File: src/rtl/wcal_pkg.sv
package wcal_pkg;

   typedef enum logic [2:0] {
      ST_IDLE,
      ST_SETTLE,
      ST_KICK,
      ST_WAIT,
      ST_CENTER,
      ST_DONE,
      ST_FAIL
   } wcal_state_e;

   typedef enum logic [1:0] {
      PH_LEFT,
      PH_ALIGN,
      PH_RIGHT
   } wcal_phase_e;

endpackage

File: src/rtl/wcal_settle_timer.sv
module wcal_settle_timer #(
   parameter int SW         = 8,
   parameter int MIN_SETTLE = 16
) (
   input  logic          clk,
   input  logic          rst_n,
   input  logic          run,
   input  logic [SW-1:0] limit,
   output logic          expired
);
   localparam logic [SW-1:0] MIN_V = SW'(MIN_SETTLE);

   if (MIN_SETTLE < 1) begin : g_bad_min
      $error("MIN_SETTLE must be at least 1");
   end
   if (MIN_SETTLE >= (1 << SW)) begin : g_bad_sw
      $error("SW too narrow for MIN_SETTLE");
   end

   logic [SW-1:0] cnt_q;
   logic [SW-1:0] eff;

   always_comb begin
      eff     = (limit < MIN_V) ? MIN_V : limit;
      expired = run && (cnt_q == eff - SW'(1));
   end

   always_ff @(posedge clk) begin
      if (!rst_n || !run) cnt_q <= '0;
      else                cnt_q <= cnt_q + SW'(1);
   end
endmodule

File: src/rtl/wcal_lane_taps.sv
module wcal_lane_taps #(
   parameter int NL = 3,
   parameter int TW = 6,
   parameter int IW = 2
) (
   input  logic             clk,
   input  logic             rst_n,
   input  logic             inc,
   input  logic [IW-1:0]    sel,
   output logic [NL*TW-1:0] taps,
   output logic [TW-1:0]    sel_tap
);
   for (genvar g = 0; g < NL; g++) begin : g_lane
      logic [TW-1:0] tap_q;
      always_ff @(posedge clk) begin
         if (!rst_n)                       tap_q <= '0;
         else if (inc && sel == IW'(g))    tap_q <= tap_q + TW'(1);
      end
      assign taps[g*TW +: TW] = tap_q;
   end

   always_comb begin
      sel_tap = '0;
      for (int i = 0; i < NL; i++)
         if (sel == IW'(i)) sel_tap = taps[i*TW +: TW];
   end
endmodule

File: src/rtl/wcal_center.sv
module wcal_center #(
   parameter int TW = 6
) (
   input  logic [TW-1:0] left,
   input  logic [TW-1:0] right,
   output logic [TW-1:0] center
);
   logic [TW:0] sum;
   always_comb begin
      sum    = {1'b0, left} + {1'b0, right};
      center = sum[TW:1];
   end
endmodule

File: src/rtl/wcal_seq.sv
module wcal_seq
   import wcal_pkg::*;
#(
   parameter int N_LANES    = 3,
   parameter int TAP_W      = 6,
   parameter int SETTLE_W   = 8,
   parameter int MIN_SETTLE = 16
) (
   input  logic                     clk,
   input  logic                     rst_n,
   input  logic                     cal_enable,
   input  logic                     fast_clk,
   input  logic                     init_done,
   input  logic [SETTLE_W-1:0]      settle_cycles,
   input  logic                     ra_done,
   input  logic [N_LANES:0]         ra_pass,
   output logic                     ra_restart,
   output logic [TAP_W-1:0]         clk_tap,
   output logic [N_LANES*TAP_W-1:0] lane_tap,
   output logic                     cal_done,
   output logic                     cal_err
);
   localparam int            IW      = (N_LANES > 1) ? $clog2(N_LANES) : 1;
   localparam logic [TAP_W-1:0] TAP_TOP = '1;
   localparam logic [IW-1:0] LAST_IDX = IW'(N_LANES - 1);

   if (N_LANES < 1) begin : g_bad_lanes
      $error("N_LANES must be at least 1");
   end
   if (TAP_W < 2) begin : g_bad_tapw
      $error("TAP_W must be at least 2");
   end

   wcal_state_e      state_q;
   wcal_phase_e      phase_q;
   logic [TAP_W-1:0] clk_tap_q, left_q, right_q, center;
   logic [IW-1:0]    lane_idx_q;
   logic [TAP_W-1:0] sel_tap;
   logic             lane_ok, lane_inc, settle_exp, waiting;

   wcal_settle_timer #(.SW(SETTLE_W), .MIN_SETTLE(MIN_SETTLE)) u_timer (
      .clk     (clk),
      .rst_n   (rst_n),
      .run     (state_q == ST_SETTLE),
      .limit   (settle_cycles),
      .expired (settle_exp)
   );

   wcal_lane_taps #(.NL(N_LANES), .TW(TAP_W), .IW(IW)) u_lanes (
      .clk     (clk),
      .rst_n   (rst_n),
      .inc     (lane_inc),
      .sel     (lane_idx_q),
      .taps    (lane_tap),
      .sel_tap (sel_tap)
   );

   wcal_center #(.TW(TAP_W)) u_center (
      .left   (left_q),
      .right  (right_q),
      .center (center)
   );

   always_comb begin
      lane_ok = 1'b0;
      for (int i = 0; i < N_LANES; i++)
         if (lane_idx_q == IW'(i)) lane_ok = ra_pass[i+1];
      waiting  = (state_q == ST_WAIT);
      lane_inc = waiting && ra_done && (phase_q == PH_ALIGN) &&
                 !lane_ok && (sel_tap != TAP_TOP);
   end

   always_ff @(posedge clk) begin
      if (!rst_n) begin
         state_q    <= ST_IDLE;
         phase_q    <= PH_LEFT;
         clk_tap_q  <= '0;
         left_q     <= '0;
         right_q    <= '0;
         lane_idx_q <= '0;
      end else begin
         unique case (state_q)
            ST_IDLE: begin
               if (init_done) begin
                  if (cal_enable && fast_clk) begin
                     state_q <= ST_SETTLE;
                     phase_q <= PH_LEFT;
                  end else begin
                     state_q <= ST_DONE;
                  end
               end
            end
            ST_SETTLE: if (settle_exp) state_q <= ST_KICK;
            ST_KICK:   state_q <= ST_WAIT;
            ST_WAIT: begin
               if (ra_done) begin
                  unique case (phase_q)
                     PH_LEFT: begin
                        if (ra_pass[0]) begin
                           left_q     <= clk_tap_q;
                           phase_q    <= PH_ALIGN;
                           lane_idx_q <= '0;
                           state_q    <= ST_SETTLE;
                        end else if (clk_tap_q == TAP_TOP) begin
                           state_q <= ST_FAIL;
                        end else begin
                           clk_tap_q <= clk_tap_q + TAP_W'(1);
                           state_q   <= ST_SETTLE;
                        end
                     end
                     PH_ALIGN: begin
                        if (lane_ok) begin
                           if (lane_idx_q == LAST_IDX) begin
                              phase_q <= PH_RIGHT;
                              if (clk_tap_q == TAP_TOP) begin
                                 state_q <= ST_FAIL;
                              end else begin
                                 clk_tap_q <= clk_tap_q + TAP_W'(1);
                                 state_q   <= ST_SETTLE;
                              end
                           end else begin
                              lane_idx_q <= lane_idx_q + IW'(1);
                              state_q    <= ST_SETTLE;
                           end
                        end else if (sel_tap == TAP_TOP) begin
                           state_q <= ST_FAIL;
                        end else begin
                           state_q <= ST_SETTLE;
                        end
                     end
                     PH_RIGHT: begin
                        if (&ra_pass) begin
                           if (clk_tap_q == TAP_TOP) begin
                              state_q <= ST_FAIL;
                           end else begin
                              clk_tap_q <= clk_tap_q + TAP_W'(1);
                              state_q   <= ST_SETTLE;
                           end
                        end else begin
                           right_q <= clk_tap_q - TAP_W'(1);
                           state_q <= ST_CENTER;
                        end
                     end
                     default: state_q <= ST_FAIL;
                  endcase
               end
            end
            ST_CENTER: begin
               if (clk_tap_q == center) state_q   <= ST_DONE;
               else                     clk_tap_q <= clk_tap_q - TAP_W'(1);
            end
            default: ;
         endcase
      end
   end

   assign ra_restart = (state_q == ST_KICK);
   assign clk_tap    = clk_tap_q;
   assign cal_done   = (state_q == ST_DONE);
   assign cal_err    = (state_q == ST_FAIL);
endmodule

File: config.mk
export PLATFORM = sky130hd
export DESIGN_NAME = wcal_seq
export DESIGN_NICKNAME = d
export VERILOG_FILES = /design/src/rtl/wcal_pkg.sv /design/src/rtl/wcal_settle_timer.sv /design/src/rtl/wcal_lane_taps.sv /design/src/rtl/wcal_center.sv /design/src/rtl/wcal_seq.sv
export SDC_FILE = /design/constraint.sdc
export NUM_CORES = 1
export LEC_CHECK = 0
export CAP_MARGIN = 20
export CORE_AREA = 5 5 98 100
export CTS_BUF_LIST = sky130_fd_sc_hd__clkbuf_4 sky130_fd_sc_hd__clkbuf_8
export DETAILED_ROUTE_END_ITERATION = 12
export DIE_AREA = 0 0 103 105
export HOLD_SLACK_MARGIN = 0.12
export SLEW_MARGIN = 25
export SYNTH_ARGS = -nofsm -noshare
export SYNTH_HDL_FRONTEND = slang
export SYNTH_SLANG_ARGS = --single-unit
export TNS_END_PERCENT = 100
File: constraint.sdc
create_clock -name clk -period 5.35 [get_ports clk]
set_clock_uncertainty 0.05 [all_clocks]
set_input_delay 0.535 -clock clk [delete_from_list [all_inputs] [get_ports clk]]
set_output_delay 0.535 -clock clk [all_outputs]
set_load 0.01 [all_outputs]
## Word-level counts from Yosys, hierarchy flattened

Index checks and enable logic that the tools add are counted.

- Bitwise logic cells: 1
- Add/sub/neg operators: 9
- Multiplexer cells: 41
- Equality and inequality tests: 31
- Reductions and logical operators: 27
- Order comparisons: 1

Operators by type and width:

| cell | number |
|---|---|
| 6-bit two-way mux | 10 |
| 3-bit two-way mux | 11 |
| 6-bit by 1-bit adder with 6-bit output, second input constant | 4 |
| 2-bit two-way mux | 9 |
| 2-bit != test, second input constant | 9 |
| 6-bit one-hot mux with 3 select lines | 1 |
| 8-bit AND reduction | 2 |
| 3-bit one-hot mux with 5 select lines | 1 |
| 6-bit == test, second input constant | 2 |
| 3-bit != test, second input constant | 4 |
| 2-bit one-hot mux with 2 select lines | 3 |
| 6-bit one-hot mux with 2 select lines | 1 |
| 4-bit AND reduction | 3 |
| 3-bit == test, second input constant | 3 |
| 1-bit logical AND | 9 |
| 3-bit one-hot mux with 3 select lines | 1 |
| 8-bit by 1-bit adder with 8-bit output, second input constant | 1 |
| 8-bit == test | 1 |
| 8-bit by 5-bit < comparator with 1-bit output, second input constant | 1 |
| 8-bit two-way mux | 1 |
| 8-bit by 1-bit subtractor with 8-bit output, second input constant | 1 |
| 6-bit by 6-bit adder with 7-bit output | 1 |
| 3-bit by 2-bit == test with 1-bit output, second input constant | 2 |
| 6-bit == test | 1 |
| 19 further kinds | 28 |

- Output and inout bits: 27
- Flip-flop bits (word level): 51

## Logic depth before layout (Yosys ltp)

- Word-level depth: 10
- Depth in mapped cells: 11
- Gate-level depth less buffers: 10

## By module

Synthesis repeated with hierarchy kept, for this count alone.

- Cell total of the unflattened synthesis: 416
- Area total of the unflattened synthesis: 3,444.6 µm²

By module, submodules not included:

| module | instances | seq. area each (µm²) | cells an instance | area each (µm²) |
|---|---|---|---|---|
| wcal_seq | 1 | 500.5 | 205 | 1,659.1 |
| wcal_lane_taps | 1 | 360.3 | 108 | 978.4 |
| wcal_settle_timer | 1 | 160.2 | 72 | 574.3 |
| wcal_center | 1 | 0.0 | 31 | 232.7 |

## Least setup slack after synthesis

OpenSTA, ideal clock, no wires.

- Kind: input -> register
- Start point: input settle_cycles[7]
- End point: register state_q[0]
- Path slack: 2,875 ps
- Arrival: 2,309 ps
- Library setup time: 116 ps
- Stages on the path: 9
- Cell sequence: nor3_1 > nand2b_1 > nand2_1 > ha_1 > xor2_1 > o21ai_0 > or3_1 > or4_1 > o211a_1

- Cells in the longest elaborated chain, start to end: 7

RTL lines:

| item | RTL line | source |
|---|---|---|
| start, declared | wcal_seq.sv:14 | `input logic [SETTLE_W-1:0] settle_cycles,` |
| 8-bit by 5-bit < comparator with 1-bit output | wcal_settle_timer.sv:24 | `eff = (limit < MIN_V) ? MIN_V : limit;` |
| 8-bit two-way mux * | wcal_settle_timer.sv:24 |  |
| 8-bit by 1-bit subtractor with 8-bit output * | wcal_settle_timer.sv:25 | `expired = run && (cnt_q == eff - SW'(1));` |
| 8-bit == test * | wcal_settle_timer.sv:25 |  |
| 1-bit logical AND * | wcal_settle_timer.sv:25 |  |
| 2-bit != test (no source line) * | - |  |
| 5-bit AND reduction (no source line) * | - |  |
| end signal, assigned | wcal_seq.sv:75 | `state_q <= ST_IDLE;` |
| end signal, assigned | wcal_seq.sv:86 | `state_q <= ST_SETTLE;` |
| end signal, assigned | wcal_seq.sv:89 | `state_q <= ST_DONE;` |
| end, declared | wcal_seq.sv:34 | `wcal_state_e state_q;` |

Mark *: on every way between the ends. The rest lies on a longest branch, timed or not.
A chain may end at the register's enable or synchronous reset.

## Worst setup path after layout

- Start point: register lane_idx_q[0]
- End point: register u_lanes.g_lane[2].tap_q[3]

- Cells in the longest elaborated chain, start to end: 8
- Elaborated cells between the ends (all ways): 14
- Classes of those cells: 3 x eq/ne; 6 x mux; 5 x reduce/logical

RTL lines:

| item | RTL line | source |
|---|---|---|
| start, declared | wcal_seq.sv:37 | `logic [IW-1:0] lane_idx_q;` |
| start signal, assigned | wcal_seq.sv:122 | `lane_idx_q <= lane_idx_q + IW'(1);` |
| parallel branches: the longest is 7 deep, another holds 6-bit two-way mux | - |  |
| 1-bit logical AND * | wcal_lane_taps.sv:17 | `else if (inc && sel == IW'(g)) tap_q <= tap_q + TW'(1);` |
| end signal, assigned | wcal_lane_taps.sv:17 |  |
| end, declared | wcal_lane_taps.sv:14 | `logic [TW-1:0] tap_q;` |

Mark *: on every way between the ends.

==> impl_metrics.toml <==
[synthesis]
synthesis.nets = 433
synth_area_per_cell_um2 = 8.338
ys_ff_latch = 51
synthFlopType = "dfxtp_1"
synth_area_um2 = 3327
yosysSeqAreaShare = 0.3069
syn_inst = 399
synth_async_sr_flop_share = 0
ys_types = 58
synth-edff-count = 0
synth_warnings = 0

[floorplan]
dieHeight_um = 105
core-area_um2 = 8593
rows = 34
dieArea_um2 = 10820
ios = 45
die_x_um = 103
initial_core_util = 0.3872

[routing]
post_drt_wl_per_cell_um = 13.08
routed_wl_um = 7102
vias = 2817
vias_per_cell = 5.188
drc = 0
ant_nets = 0
drt_iter0_drc = 113
dr.pass1.iters = 4

[critical_path]
worst-path-buf-inv = 2
r2r_slack_ps = 2300
cp.arrival_ps = 3250
r2r_start = "lane_idx_q[0]"
critical-path-max-stage-delay_ps = 680
worst-r2r-cell-count = 9
worst_setup_path_end_kind = "register"
crit_type = "register to register"
critPathMaxFanout = 14
slowest_stage = "nor4_4"
critPathTopFamily = "simple AND/OR/NAND/NOR gates"
cp_data_required_time_ps = 5550
critPathLaunchType = "register"
rr_endpoint = "u_lanes.g_lane[2].tap_q[3]"
crit_path_cell_trace = "inv_1, ha_1, inv_2, and3_4, a221o_1, nor4_4, nand2_1, or3_1, a21boi_1"

[clocking]
cts_hold_buffers = 0
postCtsSetupBuffers = 0
path_clk_slew_ps = 110
cts_resized = 0
cts_tree = "built"
cts-htree-levels = 2
cts_buffers = 5
cts-root-buf = "clkbuf_8"
clk_latency_ps = 310
cts_buffer_depth = 2
cts_sinks = 51

[global_route]
grt_pass1_vias = 2675
track_usage = 0.1313
grt_max_degree = 48
grt_overflow_total = 0
antenna_found_initial = 0
grt_pass1_wl_um = 12030

[hold_path]
whs_endpoint = "lane_idx_q[1]"
hold_class = "register to register"
hold_depth = 2
min_from = "lane_idx_q[1]"

[power_and_ir_drop]
p_leak_nw = 1.516
powerDensity_nw_per_um2 = 237.5
total_power_uw = 943.2
ir_drop_v = 0.0001181

[outcome]
status = "complete, no violations"

[timing]
period_share = 0.5696
hold_viol_final = 0
report.final.slew_viol_count = 0
clock.fmax_ghz = 0.3281
fin_crit_ps = 3047
grt_setup_unrepaired = "false"
worst_pin_slew_ps = 721.8
fin_setup_tns_ps = 0
finalSetupViolCount = 0
relSlewSlack = 0.5152

[job]
drv_cap = 0

[finish]
drive_gt1_frac = 0.04598
syn_to_final_growth_pct = 19.37
final_cell_mix = "dfxtp_1, nand2_1, clkdlybuf4s50_1"
final_core_util = 0.4621
final_common_cell = "dfxtp_1"
finalNetCount = 468
antenna_cells = 0

[placed_design]
gp_routability_congestion = 0.7698
hpwl_um = 5324
io_buffers = 44
-- layer usage --
| layer | GRT usage | vias up | routed length, um |
|---|---|---|---|
| met5 | 0 | - | 0 |
| met4 | 0.02313 | 0 | 29 |
| met3 | 0.02532 | 2 | 272 |
| met2 | 0.2319 | 38 | 3525 |
| met1 | 0.1653 | 1304 | 3274 |
| li1 | - | 1473 | - |
-- power by group --
part	switching, mW	internal (mW)
Combinational	0.100	0.0892
Sequential	0.0361	0.393
Clock	0.135	0.190
Total	0.271	0.672
-- tightest hold or removal path, delay by kind of cell (launching register included) --
kind | cells | cell delay (ps)
DFF | 1 | 340
AOI/OAI and AO/OA | 1 | 60
and+or+nand+nor | 1 | 60
-- per-stage QoR --
stage / setup WS, ps / area (um2) / hold slack [ps] / instances
global placement: 2208 / 3831 / 425.9 / 535
floorplan: 2875 / 3327 / 407.8 / 399
CTS: 2283 / 3971 / 449.8 / 543
detailed placement: 2155 / 3831 / 434.7 / 535
global route: 2069 / 3971 / 473.9 / 543
finish: 2303 / 3971 / 442.9 / 543
-- state kept, by name, summed over array words and instances (netlist names) --
signal	count
u_lanes.g_lane.tap_q	18
lane_idx_q	2
state_q	3
u_timer.cnt_q	8
right_q	6
phase_q	2
left_q	6
clk_tap	6
-- Yosys cell counts, drive strengths merged, types with 3 or more instances --
| cell type | count | area share |
|---|---|---|
| a31oi | 4 | 0.0075 |
| and2 | 17 | 0.032 |
| o211a | 7 | 0.021 |
| a21o | 3 | 0.0068 |
| dfxtp | 51 | 0.31 |
| nand2 | 47 | 0.053 |
| xor2 | 13 | 0.034 |
| nand3b | 4 | 0.0090 |
| clkbuf | 12 | 0.014 |
| and3 | 8 | 0.017 |
| nand2b | 7 | 0.013 |
| o21ai | 13 | 0.020 |
| mux2i | 11 | 0.033 |
| a21boi | 10 | 0.023 |
| nor2b | 14 | 0.026 |
| nand3 | 20 | 0.030 |
| a21oi | 16 | 0.024 |
| nor3 | 11 | 0.018 |
| xnor2 | 26 | 0.068 |
| nor4 | 4 | 0.012 |
| buf | 6 | 0.012 |
| inv | 9 | 0.010 |
| nor2 | 24 | 0.027 |
| or3 | 7 | 0.013 |
| nor3b | 4 | 0.0090 |
| ha | 15 | 0.056 |
| nand4 | 7 | 0.013 |
-- kinds of logic after synthesis --
kind of cell,synth area share
DFF,0.3069
muxes,0.03310
and+or+nand+nor,0.3024
adders and majority gates,0.06544
xor gates and xnor gates,0.1027
buffers and inverters,0.03610
AOI/OAI and AO/OA,0.1534
-- cell type report --
type / instances / area [um2]
Timing Repair Buffer: 46 / 455.4
Clock buffer: 5 / 68.82
Sequential cell: 51 / 1021
Fill cell: 844 / 4622
Multi-Input combinational cell: 321 / 2186
Inverter: 9 / 33.78
Tap cell: 108 / 135.1
Clock inverter: 3 / 71.32
-- worst max path at each step --
stage | start | end | cells past startpoint
2_1_floorplan | settle_cycles[7] | state_q[0] | 9
3_3_place_gp | settle_cycles[7] | state_q[0] | 10
3_5_place_dp | settle_cycles[7] | state_q[0] | 10
4_1_cts | lane_idx_q[0] | u_lanes.g_lane[2].tap_q[3] | 9
6_report | lane_idx_q[0] | u_lanes.g_lane[2].tap_q[3] | 9
5_1_grt | lane_idx_q[0] | u_lanes.g_lane[0].tap_q[3] | 9
Power figures use the tool's default switching activity.
